==> src/rtl/pit_pkg.sv <==
package pit_pkg;

  typedef enum logic [1:0] {
    ACC_SNAP = 2'b00,
    ACC_LO   = 2'b01,
    ACC_HI   = 2'b10,
    ACC_WORD = 2'b11
  } access_e;

  typedef struct packed {
    logic [1:0] sel;
    access_e    acc;
    logic [2:0] mode;
    logic       bcd;
  } ctrl_word_t;

endpackage

==> src/rtl/pit_ctrl_decode.sv <==
module pit_ctrl_decode
  import pit_pkg::*;
#(
  parameter logic [1:0] CHAN = 2'd2
) (
  input  logic [7:0] cw_i,
  output logic       prog_o,
  output logic       snap_o,
  output access_e    acc_o
);

  ctrl_word_t cw;
  logic       hit;
  logic       supported;

  assign cw        = ctrl_word_t'(cw_i);
  assign hit       = (cw.sel == CHAN);
  // only interrupt-on-terminal-count with binary counting is built
  assign supported = (cw.mode == 3'd0) && !cw.bcd;
  assign snap_o    = hit && (cw.acc == ACC_SNAP);
  assign prog_o    = hit && (cw.acc != ACC_SNAP) && supported;
  assign acc_o     = cw.acc;

endmodule

==> src/rtl/pit_counter.sv <==
module pit_counter
  import pit_pkg::*;
#(
  parameter int BYTE_W = 8
) (
  input  logic              clk_i,
  input  logic              rst_ni,
  input  logic              prog_i,
  input  access_e           prog_acc_i,
  input  logic              snap_i,
  input  logic              wr_i,
  input  logic [BYTE_W-1:0] wdata_i,
  input  logic              rd_i,
  input  logic              gate_i,
  input  logic              tick_i,
  output logic [BYTE_W-1:0] rdata_o,
  output logic              out_o
);

  localparam int CNT_W = 2 * BYTE_W;

  access_e           acc_q;
  logic              wr_hi_q, rd_hi_q, armed_q, out_q, snapped_q;
  logic [CNT_W-1:0]  cnt_q, snap_q;
  logic [BYTE_W-1:0] lo_buf_q;
  logic              run;
  logic              term;

  assign run  = armed_q && gate_i && tick_i;
  assign term = (cnt_q == CNT_W'(1));

  always_ff @(posedge clk_i or negedge rst_ni) begin
    if (!rst_ni) begin
      acc_q     <= ACC_WORD;
      wr_hi_q   <= 1'b0;
      rd_hi_q   <= 1'b0;
      armed_q   <= 1'b0;
      out_q     <= 1'b0;
      snapped_q <= 1'b0;
      cnt_q     <= '0;
      snap_q    <= '0;
      lo_buf_q  <= '0;
    end else if (prog_i) begin
      acc_q     <= prog_acc_i;
      wr_hi_q   <= 1'b0;
      rd_hi_q   <= 1'b0;
      armed_q   <= 1'b0;
      out_q     <= 1'b0;
      snapped_q <= 1'b0;
    end else if (snap_i) begin
      if (!snapped_q) begin
        snap_q    <= cnt_q;
        snapped_q <= 1'b1;
        rd_hi_q   <= 1'b0;
      end
    end else if (wr_i) begin
      unique case (acc_q)
        ACC_LO: begin
          cnt_q   <= {{BYTE_W{1'b0}}, wdata_i};
          armed_q <= 1'b1;
          out_q   <= 1'b0;
        end
        ACC_HI: begin
          cnt_q   <= {wdata_i, {BYTE_W{1'b0}}};
          armed_q <= 1'b1;
          out_q   <= 1'b0;
        end
        ACC_WORD: begin
          if (!wr_hi_q) begin
            lo_buf_q <= wdata_i;
            wr_hi_q  <= 1'b1;
            armed_q  <= 1'b0;
            out_q    <= 1'b0;
          end else begin
            cnt_q   <= {wdata_i, lo_buf_q};
            wr_hi_q <= 1'b0;
            armed_q <= 1'b1;
          end
        end
        default: ;
      endcase
    end else begin
      if (run) begin
        cnt_q <= cnt_q - CNT_W'(1);
        if (term) out_q <= 1'b1;
      end
      if (rd_i) begin
        if (snapped_q) begin
          if (rd_hi_q) snapped_q <= 1'b0;
          rd_hi_q <= ~rd_hi_q;
        end else if (acc_q == ACC_WORD) begin
          rd_hi_q <= ~rd_hi_q;
        end
      end
    end
  end

  logic             sel_hi;
  logic [CNT_W-1:0] src;

  always_comb begin
    src    = snapped_q ? snap_q : cnt_q;
    sel_hi = snapped_q ? rd_hi_q
                       : (acc_q == ACC_HI) || ((acc_q == ACC_WORD) && rd_hi_q);
    rdata_o = sel_hi ? src[CNT_W-1:BYTE_W] : src[BYTE_W-1:0];
  end

  assign out_o = out_q;

endmodule

==> src/rtl/pit_sys_port.sv <==
module pit_sys_port #(
  parameter int GATE_BIT = 0,
  parameter int SPK_BIT  = 1,
  parameter int OUT_BIT  = 5
) (
  input  logic       clk_i,
  input  logic       rst_ni,
  input  logic       wr_i,
  input  logic [7:0] wdata_i,
  input  logic       out_i,
  output logic       gate_o,
  output logic       spk_o,
  output logic [7:0] rdata_o
);

  logic gate_q, spk_q;

  always_ff @(posedge clk_i or negedge rst_ni) begin
    if (!rst_ni) begin
      gate_q <= 1'b0;
      spk_q  <= 1'b0;
    end else if (wr_i) begin
      gate_q <= wdata_i[GATE_BIT];
      spk_q  <= wdata_i[SPK_BIT];
    end
  end

  always_comb begin
    rdata_o           = '0;
    rdata_o[GATE_BIT] = gate_q;
    rdata_o[SPK_BIT]  = spk_q;
    rdata_o[OUT_BIT]  = out_i;
  end

  assign gate_o = gate_q;
  assign spk_o  = spk_q;

endmodule

==> src/rtl/pit_channel.sv <==
module pit_channel
  import pit_pkg::*;
#(
  parameter int                ADDR_W    = 16,
  parameter logic [ADDR_W-1:0] DATA_ADDR = ADDR_W'('h42),
  parameter logic [ADDR_W-1:0] CTRL_ADDR = ADDR_W'('h43),
  parameter logic [ADDR_W-1:0] SYS_ADDR  = ADDR_W'('h61)
) (
  input  logic              clk_i,
  input  logic              rst_ni,
  input  logic [ADDR_W-1:0] bus_addr_i,
  input  logic              bus_wr_i,
  input  logic              bus_rd_i,
  input  logic [7:0]        bus_wdata_i,
  output logic [7:0]        bus_rdata_o,
  input  logic              tick_i,
  output logic              out_o,
  output logic              gate_o,
  output logic              spk_o
);

  logic       hit_data, hit_ctrl, hit_sys;
  logic       cw_prog, cw_snap;
  access_e    cw_acc;
  logic [7:0] cnt_rdata, sys_rdata;
  logic       chan_out;

  assign hit_data = (bus_addr_i == DATA_ADDR);
  assign hit_ctrl = (bus_addr_i == CTRL_ADDR);
  assign hit_sys  = (bus_addr_i == SYS_ADDR);

  pit_ctrl_decode #(.CHAN(2'd2)) u_dec (
    .cw_i   (bus_wdata_i),
    .prog_o (cw_prog),
    .snap_o (cw_snap),
    .acc_o  (cw_acc)
  );

  pit_counter #(.BYTE_W(8)) u_cnt (
    .clk_i      (clk_i),
    .rst_ni     (rst_ni),
    .prog_i     (bus_wr_i && hit_ctrl && cw_prog),
    .prog_acc_i (cw_acc),
    .snap_i     (bus_wr_i && hit_ctrl && cw_snap),
    .wr_i       (bus_wr_i && hit_data),
    .wdata_i    (bus_wdata_i),
    .rd_i       (bus_rd_i && hit_data),
    .gate_i     (gate_o),
    .tick_i     (tick_i),
    .rdata_o    (cnt_rdata),
    .out_o      (chan_out)
  );

  pit_sys_port u_sys (
    .clk_i   (clk_i),
    .rst_ni  (rst_ni),
    .wr_i    (bus_wr_i && hit_sys),
    .wdata_i (bus_wdata_i),
    .out_i   (chan_out),
    .gate_o  (gate_o),
    .spk_o   (spk_o),
    .rdata_o (sys_rdata)
  );

  always_comb begin
    bus_rdata_o = '0;
    if (hit_data)     bus_rdata_o = cnt_rdata;
    else if (hit_sys) bus_rdata_o = sys_rdata;
  end

  assign out_o = chan_out;

endmodule

==> config.mk <==
export PLATFORM = sky130hd
export DESIGN_NAME = pit_channel
export DESIGN_NICKNAME = d
export VERILOG_FILES = /design/src/rtl/pit_pkg.sv /design/src/rtl/pit_ctrl_decode.sv /design/src/rtl/pit_counter.sv /design/src/rtl/pit_sys_port.sv /design/src/rtl/pit_channel.sv
export SDC_FILE = /design/constraint.sdc
export NUM_CORES = 1
export LEC_CHECK = 0
export BUFFER_PORTS_ARGS = -buffer_cell sky130_fd_sc_hd__buf_2
export CORE_ASPECT_RATIO = 2
export CORE_MARGIN = 2
export CORE_UTILIZATION = 54
export CTS_BUF_LIST = sky130_fd_sc_hd__clkbuf_2 sky130_fd_sc_hd__clkbuf_4 sky130_fd_sc_hd__clkbuf_8
export DETAILED_ROUTE_END_ITERATION = 7
export GPL_ROUTABILITY_DRIVEN = 0
export GPL_TIMING_DRIVEN = 0
export PLACE_DENSITY = 0.79
export SYNTH_ARGS = -nofsm -noshare
export SYNTH_HDL_FRONTEND = slang
export SYNTH_SLANG_ARGS = --single-unit
==> constraint.sdc <==
create_clock -name clk_i -period 2 [get_ports clk_i]
set_clock_uncertainty 0.15 [all_clocks]
set_input_delay 0 -clock clk_i [delete_from_list [all_inputs] [get_ports clk_i]]
set_output_delay 0 -clock clk_i [all_outputs]
set_load 0.005 [all_outputs]
After elaboration in Yosys (flattened, before gate mapping):

Cells that the tools add are included.

* flip-flop bits (word level): 49
* input port bits: 29

* bitwise gates (word level): 4
* equality and inequality tests: 15
* muxes and demuxes: 39
* add/sub/neg operators: 1
* reduce and logical (&&, ||, !) cells: 35

Operators by type and width (count)
* $mux W16: 4
* $eq A16 B7 Y1 const B: 3
* $pmux W16 S3: 1
* $mux W1: 29
* $eq A16 B1 Y1 const B: 1
* $mux W8: 2
* $sub A16 B1 Y16 const B: 1
* $reduce_and A5 Y1: 3
* $logic_and A1 B1 Y1: 13
* $reduce_bool A3 Y1: 4
* $ne A4 B3 Y1 const B: 2
* $reduce_bool A2 Y1: 4
* $eq A2 B2 Y1 const B: 3
* $mux W6: 1
* $reduce_and A3 Y1: 2
* $ne A4 B4 Y1 const B: 1
* $not A1 Y1: 4
* $pmux W1 S2: 2
* $reduce_and A2 Y1: 2
* $reduce_and A4 Y1: 1
* $reduce_bool A4 Y1: 1
* $logic_not A3 Y1: 1
* $ne A3 B1 Y1 const B: 1
* $ne A3 B2 Y1 const B: 1
* other kinds (7): 7

Logic depth before layout (Yosys ltp):

* depth after elaboration: 7
* mapped depth: 7

By module:

From an unflattened synthesis, not the netlist that was laid out.

* cell total of the unflattened synthesis: 316
* area total of the unflattened synthesis: 3193.1 µm²

By module, submodules not included
* pit_counter: instances 1, sequential area each 1178.6 µm², cells each 249, area each 2663.8 µm²
* pit_channel: instances 1, sequential area each 0.0 µm², cells each 47, area each 345.3 µm²
* pit_sys_port: instances 1, sequential area each 50.0 µm², cells each 13, area each 136.4 µm²
* pit_ctrl_decode: instances 1, sequential area each 0.0 µm², cells each 7, area each 47.5 µm²

Least setup slack after synthesis:

OpenSTA, ideal clock, no wires.

* kind: register to register
* start: reg u_cnt.acc_q[1]
* end: reg u_cnt.cnt_q[1]
* cell stages (with the launch flop): 7
* data arrival time: 1.743 ns
* setup time: 0.128 ns
* clock period less this slack: 2.021 ns
* setup slack: -0.021 ns
* path through: dfstp_2 clkbuf_1 nor2_1 nor4_4 or2_1 buf_2 mux2_1

* word-level cells in the longest chain between the ends: 3

Ends and longest elaborated chain
* from (decl): RTL line pit_counter.sv:22 `access_e acc_q;`
* from (signal assigned): RTL line pit_counter.sv:44 `acc_q <= prog_acc_i;`
* $eq A2 B1 Y1 or $eq A2 B2 Y1 (tied branches): RTL line pit_counter.sv:57 `unique case (acc_q)`
* $ne A4 B4 Y1 (no source line), or another cell as far along
* $reduce_and A5 Y1 (no source line) or $mux W16 (tied branches)
* to (signal assigned): RTL line pit_counter.sv:59 `cnt_q <= {{BYTE_W{1'b0}}, wdata_i};`
* to (signal assigned): RTL line pit_counter.sv:64 `cnt_q <= {wdata_i, {BYTE_W{1'b0}}};`
* to (signal assigned): RTL line pit_counter.sv:75 `cnt_q <= {wdata_i, lo_buf_q};`
* to (decl): RTL line pit_counter.sv:24 `logic [CNT_W-1:0] cnt_q, snap_q;`

Parallel ways exist; a longest one is shown, timed or not.
A chain may end at the register's enable or synchronous reset.

Worst setup path in the final report:

* start: reg u_cnt.acc_q[0]
* end: reg u_cnt.cnt_q[1]

The elaborated chain is that of the path after synthesis.

==> flow_metrics.py <==
metrics = {
    "status": {
        "outcome": "finished with violations",
        "violations": "negative setup slack",
    },
    "global_route": {
        "grt_max_degree": 50,
        "antenna_found_initial": 0,
        "grt_pass1_vias": 2695,
        "grt-ovfl-total": 0,
        "grt_usage_pct": 27.1,
        "grt_pass1_wl_um": 13500,
    },
    "detailed_routing": {
        "drtIter0Drc": 181,
        "drc": 0,
        "num_vias": 2812,
        "viasPerCell": 6.78,
        "routed_wl_um": 8780,
        "antenna_left": 0,
        "wl_per_cell_um": 21.2,
        "drtPass1Iterations": 5,
    },
    "worst_setup_path": {
        "r2r_start": "u_cnt.acc_q[0]",
        "crit_slowest_cell": "dfstp_2",
        "critPathKind": "flip-flop to flip-flop",
        "cp_num_buf_inv": 3,
        "arrival_ns": 2.14,
        "worstPathCellList": "buf_4 -> nand2_4 -> nor2_4 -> nor4_4 -> buf_4 -> or2_1 -> buf_6 -> mux2_1",
        "crit_fanout": 9,
        "cp_data_required_time_ns": 2.05,
        "startpoint": "u_cnt.acc_q[0]",
        "cpPeakStageDelay_ns": 0.59,
        "cp_top_family": "flip-flops",
        "cp-start-kind": "flip-flop",
        "end_kind": "flip-flop",
        "crit_top_cell": "buf_4",
    },
    "logic_synthesis": {
        "ys_ff_latch": 49,
        "synth_area_leaders": "dfrtp_1, mux4_2, mux2_4",
        "netlist_instances": 284,
        "syn_area_per_cell_um2": 10.9,
        "synth_cell_type_count": 60,
        "async_flop_share_pct": 100,
        "synth-edff-count": 0,
        "synth.most_common_cell": "dfrtp_1",
        "synth_top_area_share_pct": 38.1,
        "synth.net_count": 315,
        "yosysWarnings": 0,
        "syn-cell-area_um2": 3090,
        "synthTopCellsByCount": "dfrtp_1, nor2_1, nand2_1",
        "synth_flop_cell": "dfrtp_1",
        "ys_seq_area_share_pct": 39.8,
        "yosysTopAreaCell": "dfrtp_1",
    },
    "pwr": {
        "ir_drop_uv": 509,
        "pwr_density_cell_nw_per_um2": 440,
        "power.leakage_nw": 1.82,
    },
    "clock_tree": {
        "htreeDepth": 2,
        "root_buffer": "clkbuf_8",
        "cts_tree": "built",
        "path_clk_slew_ns": 0.09,
        "clk-insertion-delay-late_ns": 0.32,
        "clock_sinks": 49,
        "cts_buffer_depth": 2,
        "numCtsBuffers": 5,
    },
    "floorplanning": {
        "num_io_pins": 40,
        "rows": 39,
        "die_h_um": 111,
        "core_area_um2": 5610,
        "initial_core_util_pct": 55.0,
        "die_w_um": 57.5,
        "die_area_um2": 6370,
    },
    "sta": {
        "post-route-period-util_pct": 104,
        "fmax_ghz": 0.480,
        "tightest_slew_ns": 1.09,
        "fin_ws_ns": -0.0826,
        "period_minus_slack_ns": 2.08,
        "maxSlewViolCount": 0,
        "hold_viol": 0,
        "slew_headroom_pct": 27.1,
        "finalSetupViolations": 9,
        "rsz0062_at_grt": "yes",
    },
    "place": {
        "dpl.hpwl_um": 5730,
        "dpl_worst_slack_ns": -0.302,
        "io_buffer_count": 39,
        "placed_area_um2": 3360,
    },
    "job": {
        "max_cap_violations": 0,
    },
    "layout": {
        "area_growth_pct": 24.9,
        "antennaDiodeCount": 0,
        "design_area_um2": 3850,
        "drive_above_1_share_pct": 39.3,
        "nets": 384,
    },
    "min_path": {
        "hp-class": "input pin to flip-flop",
        "min-delay-start": "bus_wdata_i[0]",
    },
}
## flip-flops by register name, summed over array words and instances, names as in the netlist
register,flops
u_cnt.armed_q,1
u_cnt.lo_buf_q,8
u_sys.spk_o,1
u_cnt.rd_hi_q,1
u_cnt.snapped_q,1
u_cnt.acc_q,2
u_cnt.snap_q,16
u_cnt.out_o,1
u_cnt.cnt_q,16
u_cnt.wr_hi_q,1
u_sys.gate_o,1
## cell families after synthesis
| kind of cell | after synthesis | synth area share (%) |
|---|---|---|
| AND/OR/NAND/NOR | 95 | 19.5 |
| adder cells (fa/ha/maj) | 2 | 0.811 |
| multiplexers | 39 | 18.2 |
| flip-flops | 49 | 39.8 |
| buffers and inverters | 28 | 4.26 |
| AO/OA/AOI/OAI | 71 | 17.4 |
## power breakdown
group	total (mW)	switching (mW)	internal [mW]
Combinational	0.116	0.0702	0.0462
Sequential	0.990	0.0000303	0.990
Clock	0.589	0.347	0.242
## worst paths after layout
kind                       slack (ns)  cells past startpoint                 to
max                             -0.08                      8     u_cnt.cnt_q[1]
min                              0.02                      4     u_cnt.cnt_q[0]
max reg2reg                     -0.08                      8     u_cnt.cnt_q[1]
min reg2reg                      0.35                      1  u_cnt.lo_buf_q[3]
max in group asynchronous        0.67                      2     u_cnt.cnt_q[2]
min in group asynchronous        0.27                      2    u_cnt.snap_q[6]
## through the flow
| step | cells | power [mW] | hold WS (ns) | setup TNS, ns | util, % |
|---|---|---|---|---|---|
| after floorplan | 284 | 1.04 | -0.446 | 0 | - |
| after global placement | 384 | 1.10 | 0.0863 | -5.43 | 59.9 |
| after detailed placement | 384 | 1.10 | 0.109 | -6.92 | 59.9 |
| after CTS | 407 | 1.69 | 0.00979 | -0.595 | 65.4 |
| after global routing | 415 | 1.75 | 0.0316 | -1.19 | 68.7 |
| final | 415 | 1.70 | 0.0168 | -0.479 | 68.7 |
## worst register-to-register path: stages, from the launching register on
cell and delay, ns:
dfstp_2 0.59, buf_4 0.14, nand2_4 0.06, nor2_4 0.13
nor4_4 0.05, buf_4 0.17, or2_1 0.23, buf_6 0.15
mux2_1 0.31
## metal layers
metal / GRT usage, % / wire, um / vias to the layer above
met4: 10.5 / 327 / 0
met1: 34.4 / 3260 / 1391
met5: 0 / 0 / -
li1: - / - / 1231
met2: 45.5 / 4650 / 158
met3: 3.62 / 544 / 32
## layout make-up
cell class / instances / area (um2)
Buffer: 14 / 108
Clock buffer: 5 / 68.8
Clock inverter: 3 / 17.5
Fill cell: 387 / 1760
Inverter: 12 / 48.8
Multi-Input combinational cell: 207 / 1880
Sequential cell: 49 / 1230
Tap cell: 61 / 76.3
Timing Repair Buffer: 64 / 417
## what timing repair did
action | in CTS | in global routing
pin swaps | 2 | 5
hold buffers | 9 | 0
setup buffers | 7 | 9
gates resized for setup | 21 | 31
endpoints found under the hold margin | 65 | 0
endpoints found under the setup margin | 24 | 24
## cell usage in the layout, fill, tap and decap left out, types with 5 or more instances in the layout
| cell | count |
|---|---|
| o22ai_1 | 11 |
| a22oi_1 | 8 |
| dfrtp_1 | 43 |
| dlygate4sd3_1 | 9 |
| inv_1 | 11 |
| mux2_1 | 9 |
| o2bb2ai_1 | 8 |
| buf_6 | 7 |
| nand2_1 | 14 |
| buf_4 | 13 |
| a22o_1 | 7 |
| o21ai_0 | 8 |
| buf_2 | 40 |
| clkbuf_1 | 6 |
| clkbuf_8 | 5 |
| mux2_2 | 9 |
| o211ai_1 | 5 |
| nand3_1 | 6 |
| o22a_1 | 5 |
| mux2_4 | 10 |
| or3_1 | 5 |
| mux4_2 | 8 |
| nor3_1 | 5 |
| nor2_1 | 13 |
No activity file was read; power rests on OpenSTA's default activity.
